$ cat config.mk
export PLATFORM = sky130hd
export DESIGN_NAME = tmr16_cmp_unit
export DESIGN_NICKNAME = d
export VERILOG_FILES = /design/src/rtl/tmr16_pkg.sv /design/src/rtl/tmr16_bus_if.sv /design/src/rtl/tmr16_core.sv /design/src/rtl/tmr16_chan.sv /design/src/rtl/tmr16_cmp_unit.sv
export SDC_FILE = /design/constraint.sdc
export NUM_CORES = 1
export LEC_CHECK = 0
export BUFFER_PORTS_ARGS = -buffer_cell sky130_fd_sc_hd__clkbuf_2
export CAP_MARGIN = 20
export CORE_MARGIN = 2
export CORE_UTILIZATION = 27
export DETAILED_ROUTE_END_ITERATION = 16
export GPL_ROUTABILITY_DRIVEN = 1
export SLEW_MARGIN = 25
export SYNTH_ARGS = -nofsm -noshare
export SYNTH_HDL_FRONTEND = slang
export SYNTH_SLANG_ARGS = --single-unit
$ cat constraint.sdc
create_clock -name clk -period 2.59 [get_ports clk]
set_clock_uncertainty 0.2 [all_clocks]
set_input_delay 0.259 -clock clk [delete_from_list [all_inputs] [get_ports clk]]
set_output_delay 0.259 -clock clk [all_outputs]
set_load 0.01 [all_outputs]
$ cat src/rtl/tmr16_pkg.sv
package tmr16_pkg;
    localparam int ADDR_W  = 3;
    localparam int NUM_CH  = 2;
    localparam int FORCE_A = 7;
    localparam int FORCE_B = 6;
    localparam int CTC_BIT = 0;

    typedef enum logic [ADDR_W-1:0] {
        RA_CTRL   = 3'd0,
        RA_FLAGS  = 3'd1,
        RA_CNT_L  = 3'd2,
        RA_CNT_H  = 3'd3,
        RA_CMPA_L = 3'd4,
        RA_CMPA_H = 3'd5,
        RA_CMPB_L = 3'd6,
        RA_CMPB_H = 3'd7
    } reg_addr_e;

    typedef enum logic [1:0] {
        OM_HOLD   = 2'b00,
        OM_TOGGLE = 2'b01,
        OM_CLEAR  = 2'b10,
        OM_SET    = 2'b11
    } out_mode_e;

    typedef enum logic {
        CS_RUN  = 1'b0,
        CS_HOLD = 1'b1
    } cnt_state_e;
endpackage

$ cat src/rtl/tmr16_bus_if.sv
module tmr16_bus_if
    import tmr16_pkg::*;
#(
    parameter int CNT_W  = 16,
    parameter int BYTE_W = 8
) (
    input  logic                           clk,
    input  logic                           rst_n,
    input  logic [ADDR_W-1:0]              addr,
    input  logic                           wr,
    input  logic                           rd,
    input  logic [BYTE_W-1:0]              wdata,
    input  logic [CNT_W-1:0]               cnt,
    input  logic [NUM_CH-1:0][CNT_W-1:0]   cmp,
    input  logic [NUM_CH:0]                flags,
    output logic                           cnt_wr,
    output logic [NUM_CH-1:0]              cmp_wr,
    output logic [CNT_W-1:0]               wval,
    output logic [NUM_CH-1:0]              force_p,
    output logic [2*NUM_CH-1:0]            mode_new,
    output logic [2*NUM_CH-1:0]            mode,
    output logic                           ctc,
    output logic [NUM_CH:0]                flag_clr,
    output logic [BYTE_W-1:0]              rdata
);
    localparam int HI_W = CNT_W - BYTE_W;

    reg_addr_e           ra;
    logic [HI_W-1:0]     temp_q;
    logic [2*NUM_CH-1:0] mode_q;
    logic                ctc_q;
    logic                wr_ctrl;
    logic                wr_hi;

    assign ra      = reg_addr_e'(addr);
    assign wr_ctrl = wr && (ra == RA_CTRL);
    assign wr_hi   = wr && (ra == RA_CNT_H || ra == RA_CMPA_H || ra == RA_CMPB_H);

    // Shared high-byte latch: loaded by high-byte writes and low-counter reads
    always_ff @(posedge clk or negedge rst_n) begin
        if (!rst_n) begin
            temp_q <= '0;
        end else if (wr_hi) begin
            temp_q <= wdata[HI_W-1:0];
        end else if (rd && ra == RA_CNT_L) begin
            temp_q <= cnt[CNT_W-1:BYTE_W];
        end
    end

    always_ff @(posedge clk or negedge rst_n) begin
        if (!rst_n) begin
            mode_q <= '0;
            ctc_q  <= 1'b0;
        end else if (wr_ctrl) begin
            mode_q <= wdata[5:2];
            ctc_q  <= wdata[CTC_BIT];
        end
    end

    assign wval      = {temp_q, wdata};
    assign cnt_wr    = wr && (ra == RA_CNT_L);
    assign cmp_wr[0] = wr && (ra == RA_CMPA_L);
    assign cmp_wr[1] = wr && (ra == RA_CMPB_L);
    assign force_p   = {wr_ctrl && wdata[FORCE_B], wr_ctrl && wdata[FORCE_A]};
    assign mode_new  = wdata[5:2];
    assign mode      = mode_q;
    assign ctc       = ctc_q;
    assign flag_clr  = (wr && ra == RA_FLAGS) ? wdata[NUM_CH:0] : '0;

    always_comb begin
        rdata = '0;
        if (rd) begin
            unique case (ra)
                RA_CTRL:   rdata = {2'b00, mode_q, 1'b0, ctc_q};
                RA_FLAGS:  rdata = {{(BYTE_W-NUM_CH-1){1'b0}}, flags};
                RA_CNT_L:  rdata = cnt[BYTE_W-1:0];
                RA_CNT_H:  rdata = temp_q;
                RA_CMPA_L: rdata = cmp[0][BYTE_W-1:0];
                RA_CMPA_H: rdata = cmp[0][CNT_W-1:BYTE_W];
                RA_CMPB_L: rdata = cmp[1][BYTE_W-1:0];
                RA_CMPB_H: rdata = cmp[1][CNT_W-1:BYTE_W];
            endcase
        end
    end
endmodule

$ cat src/rtl/tmr16_core.sv
module tmr16_core
    import tmr16_pkg::*;
#(
    parameter int CNT_W = 16
) (
    input  logic             clk,
    input  logic             rst_n,
    input  logic             tick,
    input  logic             cnt_wr,
    input  logic [CNT_W-1:0] wval,
    input  logic             ctc,
    input  logic             eq_a,
    output logic [CNT_W-1:0] cnt,
    output logic             cmp_en,
    output logic             ovf_set,
    output logic             hold_st
);
    cnt_state_e       state_q, state_d;
    logic [CNT_W-1:0] cnt_q;
    logic             adv;
    logic             ctc_hit;

    // State register
    always_ff @(posedge clk or negedge rst_n) begin
        if (!rst_n) state_q <= CS_RUN;
        else        state_q <= state_d;
    end

    // Transitions
    always_comb begin
        state_d = state_q;
        unique case (state_q)
            CS_RUN:  if (cnt_wr) state_d = CS_HOLD;
            CS_HOLD: if (cnt_wr) state_d = CS_HOLD;
                     else if (tick) state_d = CS_RUN;
        endcase
    end

    // Outputs of the counter control
    always_comb begin
        adv     = tick && !cnt_wr;
        cmp_en  = adv && (state_q == CS_RUN);
        ctc_hit = ctc && eq_a && cmp_en;
        ovf_set = adv && (&cnt_q) && !ctc_hit;
        hold_st = (state_q == CS_HOLD);
    end

    always_ff @(posedge clk or negedge rst_n) begin
        if (!rst_n)       cnt_q <= '0;
        else if (cnt_wr)  cnt_q <= wval;
        else if (adv)     cnt_q <= ctc_hit ? '0 : cnt_q + 1'b1;
    end

    assign cnt = cnt_q;
endmodule

$ cat src/rtl/tmr16_chan.sv
module tmr16_chan
    import tmr16_pkg::*;
#(
    parameter int CNT_W = 16
) (
    input  logic             clk,
    input  logic             rst_n,
    input  logic [CNT_W-1:0] cnt,
    input  logic             cmp_wr,
    input  logic [CNT_W-1:0] wval,
    input  logic             cmp_en,
    input  logic             force_p,
    input  logic [1:0]       mode,
    input  logic [1:0]       mode_new,
    output logic [CNT_W-1:0] cmp_q,
    output logic             eq,
    output logic             match,
    output logic             wave
);
    function automatic logic act(input logic [1:0] m, input logic cur);
        unique case (out_mode_e'(m))
            OM_HOLD:   act = cur;
            OM_TOGGLE: act = !cur;
            OM_CLEAR:  act = 1'b0;
            OM_SET:    act = 1'b1;
        endcase
    endfunction

    assign eq    = (cnt == cmp_q);
    assign match = eq && cmp_en;

    always_ff @(posedge clk or negedge rst_n) begin
        if (!rst_n)      cmp_q <= '0;
        else if (cmp_wr) cmp_q <= wval;
    end

    // A strobe uses the mode bits carried in the same control write
    always_ff @(posedge clk or negedge rst_n) begin
        if (!rst_n)       wave <= 1'b0;
        else if (force_p) wave <= act(mode_new, wave);
        else if (match)   wave <= act(mode, wave);
    end
endmodule

$ cat src/rtl/tmr16_cmp_unit.sv
module tmr16_cmp_unit
    import tmr16_pkg::*;
#(
    parameter int CNT_W  = 16,
    parameter int BYTE_W = 8
) (
    input  logic              clk,
    input  logic              rst_n,
    input  logic              tmr_tick,
    input  logic [2:0]        bus_addr,
    input  logic              bus_wr,
    input  logic              bus_rd,
    input  logic [7:0]        bus_wdata,
    output logic [7:0]        bus_rdata,
    output logic              wave_a,
    output logic              wave_b,
    output logic              flag_ovf,
    output logic              flag_a,
    output logic              flag_b
);
    logic [CNT_W-1:0]             cnt_q;
    logic [NUM_CH-1:0][CNT_W-1:0] cmp_q;
    logic                         cnt_wr;
    logic [NUM_CH-1:0]            cmp_wr;
    logic [CNT_W-1:0]             wval;
    logic [NUM_CH-1:0]            force_p;
    logic [2*NUM_CH-1:0]          mode_new;
    logic [2*NUM_CH-1:0]          mode_q;
    logic                         ctc_q;
    logic [NUM_CH:0]              flag_clr;
    logic [NUM_CH:0]              flags_q;
    logic [NUM_CH:0]              flag_set;
    logic [NUM_CH-1:0]            eq;
    logic [NUM_CH-1:0]            match;
    logic [NUM_CH-1:0]            wave;
    logic                         cmp_en;
    logic                         ovf_set;
    logic                         hold_st;

    tmr16_bus_if #(.CNT_W(CNT_W), .BYTE_W(BYTE_W)) u_bus (
        .clk(clk), .rst_n(rst_n), .addr(bus_addr), .wr(bus_wr), .rd(bus_rd),
        .wdata(bus_wdata), .cnt(cnt_q), .cmp(cmp_q), .flags(flags_q),
        .cnt_wr(cnt_wr), .cmp_wr(cmp_wr), .wval(wval), .force_p(force_p),
        .mode_new(mode_new), .mode(mode_q), .ctc(ctc_q), .flag_clr(flag_clr),
        .rdata(bus_rdata)
    );

    tmr16_core #(.CNT_W(CNT_W)) u_core (
        .clk(clk), .rst_n(rst_n), .tick(tmr_tick), .cnt_wr(cnt_wr), .wval(wval),
        .ctc(ctc_q), .eq_a(eq[0]), .cnt(cnt_q), .cmp_en(cmp_en),
        .ovf_set(ovf_set), .hold_st(hold_st)
    );

    for (genvar i = 0; i < NUM_CH; i++) begin : g_ch
        tmr16_chan #(.CNT_W(CNT_W)) u_ch (
            .clk(clk), .rst_n(rst_n), .cnt(cnt_q), .cmp_wr(cmp_wr[i]), .wval(wval),
            .cmp_en(cmp_en), .force_p(force_p[i]),
            .mode(mode_q[2*NUM_CH-1-2*i -: 2]),
            .mode_new(mode_new[2*NUM_CH-1-2*i -: 2]),
            .cmp_q(cmp_q[i]), .eq(eq[i]), .match(match[i]), .wave(wave[i])
        );
    end

    assign flag_set = {match, ovf_set};

    // Setting wins over a same-cycle clear
    always_ff @(posedge clk or negedge rst_n) begin
        if (!rst_n) flags_q <= '0;
        else        flags_q <= (flags_q & ~flag_clr) | flag_set;
    end

    assign wave_a   = wave[0];
    assign wave_b   = wave[1];
    assign flag_ovf = flags_q[0];
    assign flag_a   = flags_q[1];
    assign flag_b   = flags_q[2];
endmodule

==> metrics.md <==
| Metric | Value |
|---|---|
| Initial DRC Count | 374 |
| Synthesis-to-finish area growth | 18.7% |
| Final ANT Viol Nets | 0 |
| TNS Setup | 0 ns |
| Max Slew Vio Count | 0 |
| Critical path type | flop to flop |
| TritonCTS clock tree | yes |
| Max incr delay on CP | 0.46 ns |
| Mapped Area | 4040 um2 |
| Antenna violations before repair | 0 |
| Register area share after synthesis | 41.5% |
| GRT Util Overall | 15.6% |
| DRC violations left | 0 |
| Core box area | 14,600 um2 |
| Fmax | 410 MHz |
| Worst-margin pin slew | 0.864 ns |
| Worst-path cell chain | xnor2_1 -> nand4_1 -> nor3_4 -> a31oi_2 -> a32o_1 -> a31o_1 |
| Pwr dens | 850 nW/um2 |
| GPL Wtd Cong | 0.880 |
| Leading cell types by total area after synthesis | dfrtp_1, mux2_2, nand2_1 |
| WP buf/inv | 0 |
| Latest clock arrival within the worst-skew pair | 0.34 ns |
| Remaining Overflow, GRT | 0 |
| Row Count | 44 |
| Async set-or-reset flop fraction in the synthesized netlist | 100% |
| Critical Path End Type | flop |
| Die width | 126 um |
| Post-route cell area | 4800 um2 |
| Normalized max-slew margin | 42.2% |
| Post-DP HPWL | 8890 um |
| Vias in the first global route | 3,449 |
| FILL cells | 1,481 |
| Yosys warnings | 0 |
| Post-CTS resize count | 0 |
| Initial Util | 27.7% |
| WL per Instance | 19.1 um |
| Ant. Diodes | 0 |
| Worst EP arrival | 2.47 ns |
| Die footprint | 16,000 um2 |
| Max Cap Viol | 0 |
| Vias per inst | 5.48 |
| Seq cells post-synth | 67 |
| Most used flip-flop cell after synthesis | dfrtp_1 |
| Setup violation total in the final timing report | 0 |
| Largest net degree at the start of global routing | 43 |
| Dominant cell by count in the synthesized netlist | dfrtp_1 |
| DR vias | 3,504 |
| Area of the multi-input gates | 2220 um2 |
| Area after DPL | 4460 um2 |
| Fin. Hold Viols | 0 |
| Sequential cell area | 1680 um2 |
| IR drop worst, VDD | 316 uV |
| DRT Pass-1 Iters | 5 |
| Critical Path Fanout Max | 14 |
| Worst Hold Class | primary input to flop |
| Worst EP required | 2.62 ns |
| Die height | 126 um |
| Post-synth EDFFs | 0 |
| Share of the synthesized area in the top cell type | 41.5% |
| Tmin final | 2.44 ns |
| Clock transition at the registers of the reported paths | 0.06 ns |
| Crit start category | flop |
| H-tree depth | 3 |
| Deepest clock path buffer count | 2 |
| Clock root cell | clkbuf_16 |
| First-pass GRT wire length | 19,400 um |
| Final Total Pwr | 0.00408 W |
| Total Nets Final | 468 |
| Top post-synthesis cells by count | dfrtp_1, nand2_1, mux2_2, nor2_1, clkbuf_1 |
| Fraction of layout cells with a size suffix above 1 | 25.4% |
| Cell class contributing the biggest share of worst-path delay | compound AO/OA/AOI/OAI gates |
| Min Hold Slack | 0.0589 ns |
| Finished Core Util | 32.9% |
| P_leak | 2.01 nW |
| RSZ-0062 raised after global routing | no |
| Post-Route WL | 12,200 um |
| Total CTS buffers | 9 |
| Library cells used by synthesis | 47 |
| Fin crit share | 94.2% |
| Port buffer count | 28 |
| Synth Area per Inst | 9.58 um2 |
| Status | finished, final reports clean |
| Net Count, Synth | 439 |
| Critical path's slowest cell | dfrtp_1 |
| Yosys top cell by area | dfrtp_1 |
| Mapped Cells | 422 |
| Ports | 29 |
| CTS sink cnt | 67 |
==> placed cells by master, fill, tap and decap left out, types with 3 or more instances in the layout <==
master / n
clkbuf_2: 27
a221oi_1: 3
nand3b_1: 3
and3_1: 4
nor2b_1: 4
a32o_1: 4
a22o_1: 6
nor4_1: 4
o21ai_0: 22
xor2_1: 13
o31ai_1: 4
mux2i_1: 7
dfrtp_1: 67
and2_1: 3
inv_1: 5
mux2_2: 43
a21oi_1: 9
xnor2_1: 21
nand2_1: 57
nand3_1: 14
nand4_1: 8
a31o_1: 5
buf_4: 21
clkbuf_16: 9
a22oi_1: 13
nor2_1: 29
o21ai_1: 4
a31oi_1: 7
nor3_1: 7
==> flip-flops by register name (all words and copies together) (netlist names) <==
name             cells
flags_q              3
u_core.hold_st       1
u_bus.mode           4
u_bus.temp_q         8
u_core.cnt          16
u_bus.ctc            1
g_ch.u_ch.wave       2
g_ch.u_ch.cmp_q     32
==> report_power, final <==
part	switching, W	total, W	internal (W)
Combinational	0.000525	0.00107	0.000549
Clock	0.000501	0.00135	0.000849
Sequential	0.000350	0.00165	0.00130
Total	0.00138	0.00408	0.00270
==> metrics by stage <==
| stage | instances | setup WS (ns) |
|---|---|---|
| 6_report | 640 | 0.150 |
| 5_1_grt | 640 | 0.00188 |
| 4_1_cts | 640 | 0.185 |
| 3_5_place_dp | 623 | 0.215 |
| 3_3_place_gp | 623 | 0.211 |
| 2_1_floorplan | 422 | 0.378 |
==> timing repair <==
action	CTS	global route
hold buffers	1	0
setup buffers	0	0
hold endpoints to repair	25	0
==> final cells by class <==
| cell class | count | share of cell area [%] |
|---|---|---|
| clock buffers | 9 | 4.70 |
| inverters | 5 | 0.391 |
| flip-flops and latches | 67 | 35.0 |
| multi-input cells | 317 | 46.2 |
| clock inverters | 7 | 2.11 |
| well taps | 184 | 4.80 |
| repair buffers | 51 | 6.84 |
==> worst paths after layout <==
check                                     from                      to  slack (ns)  depth (start not counted)
min in group asynchronous                rst_n          u_core.cnt[13]        0.27                          2
worst max-delay path             u_core.cnt[7]          u_core.cnt[11]        0.15                          6
max in group asynchronous                rst_n  g_ch[0].u_ch.cmp_q[11]        1.26                          3
worst min-delay path              bus_wdata[1]           u_core.cnt[1]        0.06                          3
worst max register to register   u_core.cnt[7]          u_core.cnt[11]        0.15                          6
worst min register to register  u_core.hold_st          u_core.hold_st        0.30                          1
==> cell families (layout without fill, tap and decap cells) <==
group,after synthesis,count (layout),share of synthesized area [%]
DFF,67,67,41.5
buffers and inverters,38,72,4.06
AOI/OAI and AO/OA,86,86,14.6
adders and majority gates,1,1,0.310
muxes,52,52,14.8
and+or+nand+nor,144,144,17.3
xor gates and xnor gates,34,34,7.37
==> tightest hold or removal path, delay by kind of cell <==
family,cells,cell delay (ns)
compound gates,1,0.07
simple gates,1,0.06
buf+inv,1,0.17
==> per-layer routing <==
layer | vias up | wire length [um] | GRT usage (%)
li1 | 1575 | - | -
met1 | 1749 | 5340 | 21.3
met2 | 152 | 5730 | 24.7
met3 | 28 | 861 | 3.54
met4 | 0 | 315 | 4.91
met5 | - | 0 | 0
No activity file was read; power rests on OpenSTA's default activity.
